$ cat config.mk
export PLATFORM = sky130hd
export DESIGN_NAME = ld_agu
export DESIGN_NICKNAME = d
export VERILOG_FILES = /design/src/rtl/ld_agu_pkg.sv /design/src/rtl/ld_agu_decode.sv /design/src/rtl/ld_agu_extend.sv /design/src/rtl/ld_agu.sv
export SDC_FILE = /design/constraint.sdc
export NUM_CORES = 1
export LEC_CHECK = 0
export ABC_AREA = 1
export CELL_PAD_IN_SITES_DETAIL_PLACEMENT = 0
export CELL_PAD_IN_SITES_GLOBAL_PLACEMENT = 1
export CORE_MARGIN = 2
export CORE_UTILIZATION = 35
export CTS_CLUSTER_SIZE = 10
export DETAILED_ROUTE_END_ITERATION = 10
export DONT_BUFFER_PORTS = 1
export PLACE_DENSITY = 0.85
export SLEW_MARGIN = 5
export SYNTH_ARGS = -nofsm -noshare
export SYNTH_HDL_FRONTEND = slang
export SYNTH_SLANG_ARGS = --single-unit
export TNS_END_PERCENT = 20
$ cat constraint.sdc
create_clock -name clk -period 4.6 [get_ports clk]
set_input_delay 1.38 -clock clk [delete_from_list [all_inputs] [get_ports clk]]
set_output_delay 1.38 -clock clk [all_outputs]
set_load 0.1 [all_outputs]
$ cat src/rtl/ld_agu_pkg.sv
package ld_agu_pkg;
    typedef enum logic [1:0] {
        SZ_WORD = 2'd0,
        SZ_BYTE = 2'd1,
        SZ_HALF = 2'd2,
        SZ_BAD  = 2'd3
    } dsize_e;

    typedef enum logic [1:0] {
        AM_OFS    = 2'd0,
        AM_PRE_WB = 2'd1,
        AM_POST   = 2'd2,
        AM_SCALED = 2'd3
    } amode_e;

    typedef enum logic {
        ST_IDLE  = 1'b0,
        ST_FETCH = 1'b1
    } state_e;
endpackage

$ cat src/rtl/ld_agu_decode.sv
module ld_agu_decode
    import ld_agu_pkg::*;
#(
    parameter int XLEN     = 32,
    parameter int OFS_LO_W = 8
) (
    input  logic [XLEN-1:0]     base_val,
    input  logic                use_limm,
    input  logic [XLEN-1:0]     limm_val,
    input  logic                ofs_sign,
    input  logic [OFS_LO_W-1:0] ofs_low,
    input  amode_e              am,
    input  dsize_e              sz,
    input  logic                sext,
    output logic [XLEN-1:0]     eff_addr,
    output logic [XLEN-1:0]     upd_val,
    output logic                upd_mode,
    output logic                bad,
    output logic                len8
);
    localparam int OFS_W = OFS_LO_W + 1;

    logic [XLEN-1:0] base_sel;
    logic [XLEN-1:0] ofs_x;
    logic [XLEN-1:0] ofs_scaled;

    // sign bit stacked on the low bits is a two's complement value
    assign ofs_x    = {{(XLEN-OFS_W){ofs_sign}}, ofs_sign, ofs_low};
    assign base_sel = use_limm ? limm_val : base_val;
    assign len8     = use_limm;
    assign upd_val  = base_sel + ofs_x;
    assign upd_mode = (am == AM_PRE_WB) || (am == AM_POST);

    always_comb begin
        ofs_scaled = ofs_x;
        if (sz == SZ_WORD)
            ofs_scaled = ofs_x << 2;
        else if (sz == SZ_HALF)
            ofs_scaled = ofs_x << 1;
    end

    always_comb begin
        unique case (am)
            AM_OFS, AM_PRE_WB: eff_addr = base_sel + ofs_x;
            AM_POST:           eff_addr = base_sel;
            AM_SCALED:         eff_addr = base_sel + ofs_scaled;
            default:           eff_addr = base_sel;
        endcase
    end

    always_comb begin
        bad = 1'b0;
        if (sz == SZ_BAD)                       bad = 1'b1;
        if (am == AM_SCALED && sz == SZ_BYTE)   bad = 1'b1;
        if (sext && sz == SZ_WORD)              bad = 1'b1;
        if (use_limm && upd_mode)               bad = 1'b1;
    end
endmodule

$ cat src/rtl/ld_agu_extend.sv
module ld_agu_extend
    import ld_agu_pkg::*;
#(
    parameter int XLEN = 32
) (
    input  logic [XLEN-1:0] raw,
    input  dsize_e          sz,
    input  logic            sext,
    output logic [XLEN-1:0] val
);
    localparam int BYTE_W = 8;
    localparam int HALF_W = 16;

    always_comb begin
        unique case (sz)
            SZ_BYTE: val = {{(XLEN-BYTE_W){sext & raw[BYTE_W-1]}}, raw[BYTE_W-1:0]};
            SZ_HALF: val = {{(XLEN-HALF_W){sext & raw[HALF_W-1]}}, raw[HALF_W-1:0]};
            default: val = raw;
        endcase
    end


    always_comb begin
        if (sz == SZ_BYTE && !sext)
            zero_ext_byte_chk: assert (val[XLEN-1:BYTE_W] == '0);
    end
endmodule

$ cat src/rtl/ld_agu.sv
module ld_agu
    import ld_agu_pkg::*;
#(
    parameter int XLEN     = 32,
    parameter int OFS_LO_W = 8,
    parameter int LEN_W    = 4
) (
    input  logic                clk,
    input  logic                rst_n,
    input  logic                req_valid,
    input  logic [XLEN-1:0]     base_val,
    input  logic                use_limm,
    input  logic [XLEN-1:0]     limm_val,
    input  logic                ofs_sign,
    input  logic [OFS_LO_W-1:0] ofs_low,
    input  logic [1:0]          amode,
    input  logic [1:0]          dsize,
    input  logic                sext,
    output logic                mem_rd,
    output logic [XLEN-1:0]     mem_addr,
    output logic [1:0]          mem_size,
    input  logic [XLEN-1:0]     mem_rdata,
    output logic                wb_base_en,
    output logic [XLEN-1:0]     wb_base_val,
    output logic                wb_dst_en,
    output logic [XLEN-1:0]     wb_dst_val,
    output logic                illegal,
    output logic [LEN_W-1:0]    insn_len,
    output logic                busy
);
    localparam logic [LEN_W-1:0] LEN_SHORT = LEN_W'(4);
    localparam logic [LEN_W-1:0] LEN_LONG  = LEN_W'(8);

    state_e          state_q, state_d;
    dsize_e          cap_sz_q;
    logic            cap_sext_q;
    logic            issue;
    logic [XLEN-1:0] eff_addr, upd_val;
    logic            upd_mode, bad, len8;

    ld_agu_decode #(.XLEN(XLEN), .OFS_LO_W(OFS_LO_W)) u_dec (
        .base_val (base_val),
        .use_limm (use_limm),
        .limm_val (limm_val),
        .ofs_sign (ofs_sign),
        .ofs_low  (ofs_low),
        .am       (amode_e'(amode)),
        .sz       (dsize_e'(dsize)),
        .sext     (sext),
        .eff_addr (eff_addr),
        .upd_val  (upd_val),
        .upd_mode (upd_mode),
        .bad      (bad),
        .len8     (len8)
    );

    ld_agu_extend #(.XLEN(XLEN)) u_ext (
        .raw  (mem_rdata),
        .sz   (cap_sz_q),
        .sext (cap_sext_q),
        .val  (wb_dst_val)
    );

    assign issue = req_valid && (state_q == ST_IDLE);

    always_comb begin
        state_d = state_q;
        unique case (state_q)
            ST_IDLE:  if (issue && !bad) state_d = ST_FETCH;
            ST_FETCH: state_d = ST_IDLE;
            default:  state_d = ST_IDLE;
        endcase
    end

    always_ff @(posedge clk) begin
        if (!rst_n) begin
            state_q    <= ST_IDLE;
            cap_sz_q   <= SZ_WORD;
            cap_sext_q <= 1'b0;
        end else begin
            state_q <= state_d;
            if (issue && !bad) begin
                cap_sz_q   <= dsize_e'(dsize);
                cap_sext_q <= sext;
            end
        end
    end

    always_comb begin
        mem_rd      = issue && !bad;
        mem_addr    = eff_addr;
        mem_size    = dsize;
        illegal     = issue && bad;
        wb_base_en  = issue && !bad && upd_mode;
        wb_base_val = upd_val;
        insn_len    = issue ? (len8 ? LEN_LONG : LEN_SHORT) : '0;
        wb_dst_en   = (state_q == ST_FETCH);
        busy        = (state_q == ST_FETCH);
    end


    dst_after_rd_chk: assert property (@(posedge clk) disable iff (!rst_n)
        wb_dst_en |-> $past(mem_rd));

    no_back_to_back_chk: assert property (@(posedge clk) disable iff (!rst_n)
        mem_rd |=> (!mem_rd && !wb_base_en && !illegal));

    illegal_no_dst_chk: assert property (@(posedge clk) disable iff (!rst_n)
        illegal |=> !wb_dst_en);

    wb_no_limm_chk: assert property (@(posedge clk) disable iff (!rst_n)
        wb_base_en |-> !use_limm);

    post_addr_chk: assert property (@(posedge clk) disable iff (!rst_n)
        (mem_rd && amode == 2'd2) |-> (mem_addr == base_val));

    long_len_chk: assert property (@(posedge clk) disable iff (!rst_n)
        (mem_rd && use_limm) |-> (insn_len == LEN_LONG));
endmodule

==> reports/metrics.cfg, run 1 <==
[setup_path]
crit_slowest_cell = ha_1
cp.depth = 15
rr_endpoint = cap_sz_q[0]
end_kind = output pin
crit_end = mem_addr[6]
cp.arrival_ns = 3.51
r2r_slack_ns = 2.85
crit_fanout = 11
ff2ff_path_depth = 7
critPathLaunchType = primary input
path_class = primary input to output pin
crit_buf_inv = 4
cp_top_family = simple AND/OR/NAND/NOR gates
crit_start = dsize[0]
slowest_delay_ns = 0.31
path_cells = clkinvlp_4 -> nand2_4 -> nor2_1 -> a221oi_2 -> ha_1 -> nand2_2 -> nand2_1 -> nand2_2 -> nand3_4 -> buf_4 -> a21oi_1 -> o21ai_1 -> buf_4 -> nand3_4 -> buf_12
reg2reg_from = busy
critPathRequiredTime_ns = 3.22

[run_status]
outcome = finished with violations
violations = negative setup slack

[final_layout]
drive_gt1_frac = 0.3837
ff_latch_area_um2 = 81.33
syn2layout_area_growth_pct = 74.50
fin_cells = 1483
fin_nets = 1462
multiInputGateArea_mm2 = 0.005738
fillers = 1336

[detailed_routing]
wl_per_cell_um = 15.05
routed_via_density = 5.080
drtIter0Drc = 445
wirelength_mm = 22.33
via_count = 7534
dr.pass1.iters = 5
final_antenna_net_count = 0
route.detailed.drc = 0

[timing]
fin_crit_sh = 1.062
finalClockSkew_ns = 0.003546
relSlewSlack = 0.5431
hold_violations = 0
setup_viol = 45
setup_slack_ns = -0.2856
rsz0062_at_grt = yes
fmax_ghz = 0.2047
drv_slew = 0
worstMarginPinSlew_ns = 0.6847
fin_crit_ns = 4.886
fin_setup_tns_ns = -5.971

[placed_design]
dp_cells = 1458
dpl.hpwl_mm = 17.69
io_buffers = 0
post-place-ws_ns = -0.4277
gp_congestion = 0.9745

[clocking]
clock-sinks = 4
clockRootBuffer = clkbuf_16
cts.path.max_buffers = 2
cts_tree = done
cts_buffers = 3
htreeDepth = 1
cts.reportedPaths.clkPinSlew_ns = 0.03
ctsHoldBuffers = 0
worstSkewPairLatency_ns = 0.23

[synth]
yosysSeqAreaShare = 0.01515
async_flop_share = 0
synthTopCellsByArea = nand2_1 37%, inv_1 13%, ha_1 11%
synth-seq-cells = 4
synth_cell_type_count = 41
synthAdderAreaFrac = 0.1165
synthFlopType = dfxtp_1
synth_top_family_by_area = simple AND/OR/NAND/NOR gates
synth-compound-area-share = 0.07931
post-synth-top-count-cell = nand2_1
synth_cells = 1108
synth_edf_count = 0
yosys.area.top_type = nand2_1
synth_common_cells = 522 x nand2_1, 176 x inv_1, 113 x nand3_1, 59 x nor2_1, 46 x ha_1
synth_area_mm2 = 0.005285
yosys.area_share.xor_xnor = 0.02770
yosys_warnings = 0
post_synth.cell_area_avg_um2 = 4.770
yosys.area_share.simple = 0.5935
yosys-mux-area-fraction = 0
yosys.area.top_type_share = 0.3707

[hold_path]
min_from = cap_sz_q[1]
holdPathStages = 2
hold_path.class = flop to flop

[run]
maxCapViolations = 0

[floorplanning]
die_h_um = 126.9
initial_core_util = 0.3609
num_rows = 44
core-area_mm2 = 0.01464
fp.dieArea_mm2 = 0.01610
pin_count = 221
die_w_um = 126.9

[global_route]
first_global_vias = 7107
grt_overflow = 0
grt_max_degree = 35
grt_pass1_wl_mm = 34.27
grt_usage = 0.2615
antenna_found_initial = 1

[pwr]
power_density_mw_per_mm2 = 355.4
p_leak_nw = 5.009
vdd_drop_max_mv = 0.2438

## flip-flops by register name, indices dropped and copies added (netlist names)
signal and count:
cap_sz_q 2, busy 1, cap_sext_q 1
## how the worst min path moves through the flow
stage / slack (ns) / end
final: 0.49 / cap_sz_q[1]
after global routing: 0.53 / cap_sz_q[1]
after CTS: 0.49 / cap_sz_q[1]
after detailed placement: 0.48 / cap_sz_q[1]
after global placement: 0.47 / cap_sz_q[1]
after floorplan: 0.45 / cap_sz_q[1]
## power breakdown
group / leakage [nW] / total [mW] / internal [mW] / switching, mW
combinational: 4.94 / 3.10 / 1.05 / 2.06
sequential: 0.0333 / 0.0396 / 0.0378 / 0.00176
clock: 0.0370 / 0.136 / 0.111 / 0.0248
total: 5.01 / 3.28 / 1.19 / 2.08
## through the flow
step / power (mW) / hold WS, ns / util / instance area (um^2)
2_1_floorplan: 2.075 / 0.4506 / - / 5959
3_3_place_gp: 2.871 / 0.4732 / 0.5530 / 8098
3_5_place_dp: 2.885 / 0.4822 / 0.5530 / 8098
4_1_cts: 3.158 / 0.4869 / 0.6022 / 8818
5_1_grt: 3.430 / 0.5324 / 0.6298 / 9223
6_report: 3.278 / 0.4909 / 0.6298 / 9223
## tightest hold or removal path, cell delays in order (launching register included)
cell     delay, ns
dfxtp_1       0.30
inv_1         0.08
a21oi_1       0.06
## cells by family after synthesis
family	Yosys count
AND/OR/NAND/NOR	749
buffers and inverters	215
AO/OA/AOI/OAI	76
adder cells (fa/ha/maj)	48
XOR/XNOR	15
flip-flops	4
other	1
## layout make-up
cell class              count  area share
multi-input cells         890      0.6222
repair buffers            221      0.2598
inverters                 180     0.07584
well taps                 184     0.02496
flip-flops and latches      4    0.008818
clock buffers               3    0.008140
diodes                      1   0.0002713
## cell usage in the layout (no fill, tap or decap), types with 4 or more instances in the layout
master    count
nand2_1     436
inv_1       166
buf_4       158
nand2_2      85
nand3_1      71
buf_12       53
nor2_1       36
nand3_2      25
ha_4         25
nor2_2       23
nand3_4      19
a21oi_1      18
ha_1         18
a21oi_2      17
o21ai_0      15
xor2_4       12
inv_2        11
and2_1       10
nand2_4      10
and2_4        7
buf_6         7
o21ai_1       6
nor2_4        5
nor3_2        5
o21ai_2       5
a221oi_2      4
## repair_timing
item | 4_1_cts | 5_1_grt
resized for setup | 138 | 81
setup endpoints to repair | 53 | 53
setup buffers | 16 | 8
cloned | 0 | 0
pin swaps | 43 | 28
## routing by layer
layer,wire length (um),share of wire,track usage,up-vias
met5,0,0,0,-
met4,781,0.035,0.09761,0
met3,1350,0.060,0.02995,59
met2,10740,0.48,0.4687,272
met1,9453,0.42,0.3206,3427
li1,-,-,-,3776
(Power assumes the default switching activity.)
==> run 2, diff against run 1 <==
PLACE_DENSITY = 0.82   (was 0.85)
clock period = 5.5 ns   (was 4.6 ns; I/O delays follow)
==> reports/metrics.cfg, run 2 (same netlist as run 1, synthesis figures left out) <==
[placed_design]
dp_cells = 1383
io_buffers = 0
gp_congestion = 0.9696
dpl_cell_area_mm2 = 0.007435
dpl.hpwl_mm = 17.31

[global_route]
antenna_found_initial = 0
grt_overflow = 0
grt_pass1_wl_mm = 31.71
grt_usage = 0.2421
grt_max_degree = 35
first_global_vias = 6352

[setup_path]
cp.arrival_ns = 3.76
end_kind = output pin
critPathRequiredTime_ns = 3.85
path_class = primary input to output pin
crit_fanout = 11
critPathLaunchType = primary input

[timing]
finalClockSkew_ns = 0.002736
fmax_ghz = 0.1849
fin_crit_ns = 5.407
setup_viol = 0
hold_violations = 0
drv_slew = 0
worstMarginPinSlew_ns = 1.018
relSlewSlack = 0.3216
fin_crit_sh = 0.9831
rsz0062_at_grt = yes

[detailed_routing]
wl_per_cell_um = 14.75
route.detailed.drc = 0
routed_via_density = 4.958
dr.pass1.iters = 5
final_antenna_net_count = 0
wirelength_mm = 20.51
drtIter0Drc = 419
via_count = 6892

[floorplanning]
initial_core_util = 0.3609
num_rows = 44
core-area_mm2 = 0.01464
die_w_um = 126.9
pin_count = 221
die_h_um = 126.9
fp.dieArea_mm2 = 0.01610

[hold_path]
hold_path.class = flop to flop

[final_layout]
final_common_cell = nand2_1
n_antenna_cell = 0
final_cell_area_mm2 = 0.007848
fin_cells = 1390
layout_common_cells = 478 x nand2_1, 172 x inv_1, 86 x buf_4, 85 x nand3_1, 46 x nor2_1
drive_gt1_frac = 0.2521
fin_nets = 1370
largest_reg_flops = 2
syn2layout_area_growth_pct = 48.48
largest_register = cap_sz_q

[clocking]
worstSkewPairLatency_ns = 0.22
cts_tree = done
clockRootBuffer = clkbuf_16
cts_buffers = 3
cts.reportedPaths.clkPinSlew_ns = 0.03
ctsHoldBuffers = 0
clock-sinks = 4
cts.path.max_buffers = 2
htreeDepth = 1

[run_status]
outcome = finished clean

[pwr]
vdd_drop_max_mv = 0.2163
p_leak_nw = 4.430
power_density_mw_per_mm2 = 313.3

[run]
maxCapViolations = 0

## run 2: cell count changes in the layout (fill, tap and decap cells not counted), sizes merged
cell	delta
inv	+2
clkinvlp	-2
diode	-1
buf	-92
## run 2: cell type report
cell class	count	area [um^2]
clock buffer	3	75.07
fill	1582	6797
inverter	180	691.9
multi-input combinational	890	5256
sequential	4	81.33
tap	184	230.2
timing repair buffer	129	1513
## run 2: path summary, 6_finish.rpt
path | startpoint | end | slack (ns) | cells past startpoint
setup / recovery | dsize[0] | mem_addr[9] | 0.09 | 16
hold / removal | cap_sz_q[1] | cap_sz_q[1] | 0.49 | 2
setup reg to reg | busy | cap_sz_q[0] | 3.46 | 6
hold reg to reg | cap_sz_q[1] | cap_sz_q[1] | 0.49 | 2
## run 2: critical path: stages
cell and delay [ns]:
inv_1 0.05, buf_4 0.16, o22ai_1 0.15, a21oi_1 0.06, ha_1 0.35, or2_4 0.27
nand3_1 0.10, nand2_2 0.08, nand2_1 0.09, nand2_2 0.07, buf_4 0.14, a21oi_1 0.10
o21ai_1 0.10, buf_4 0.15, nand3_4 0.06, buf_12 0.17
## run 2: what timing repair did
| action | 4_1_cts | 5_1_grt |
|---|---|---|
| endpoints found under the setup margin | 5 | 34 |
| gates cloned | 0 | 0 |
| resized for setup | 3 | 78 |
| pin swaps | 0 | 16 |
| setup buffers | 0 | 4 |
## run 2: routing by layer
| layer | vias up | wire, um | track usage |
|---|---|---|---|
| met1 | 3053 | 9064 | 0.3165 |
| met5 | - | 0 | 0 |
| li1 | 3588 | - | - |
| met2 | 221 | 9868 | 0.4330 |
| met4 | 0 | 415 | 0.05559 |
| met3 | 30 | 1157 | 0.01940 |
## run 2: report_power, final
part / internal (mW) / switching (mW) / total (mW) / leakage (nW)
clock network: 0.0928 / 0.0199 / 0.113 / 0.0370
logic: 0.677 / 1.63 / 2.31 / 4.36
registers: 0.0317 / 0.00756 / 0.0392 / 0.0333
## run 2: through the flow
stage               total power [mW]  TNS [ns]  utilization  hold WS, ns  setup WS [ns]
floorplan                      1.736    -10.64            -       0.4506        -0.4667
global placement               2.286  -0.07526       0.5077       0.4749       -0.05352
detailed placement             2.293  -0.09233       0.5077       0.4788       -0.06112
CTS                            2.415         0       0.5137       0.4925       0.001687
global route                   2.581   -0.1029       0.5359       0.5311       -0.03218
finish                         2.459         0       0.5359       0.4859        0.09289
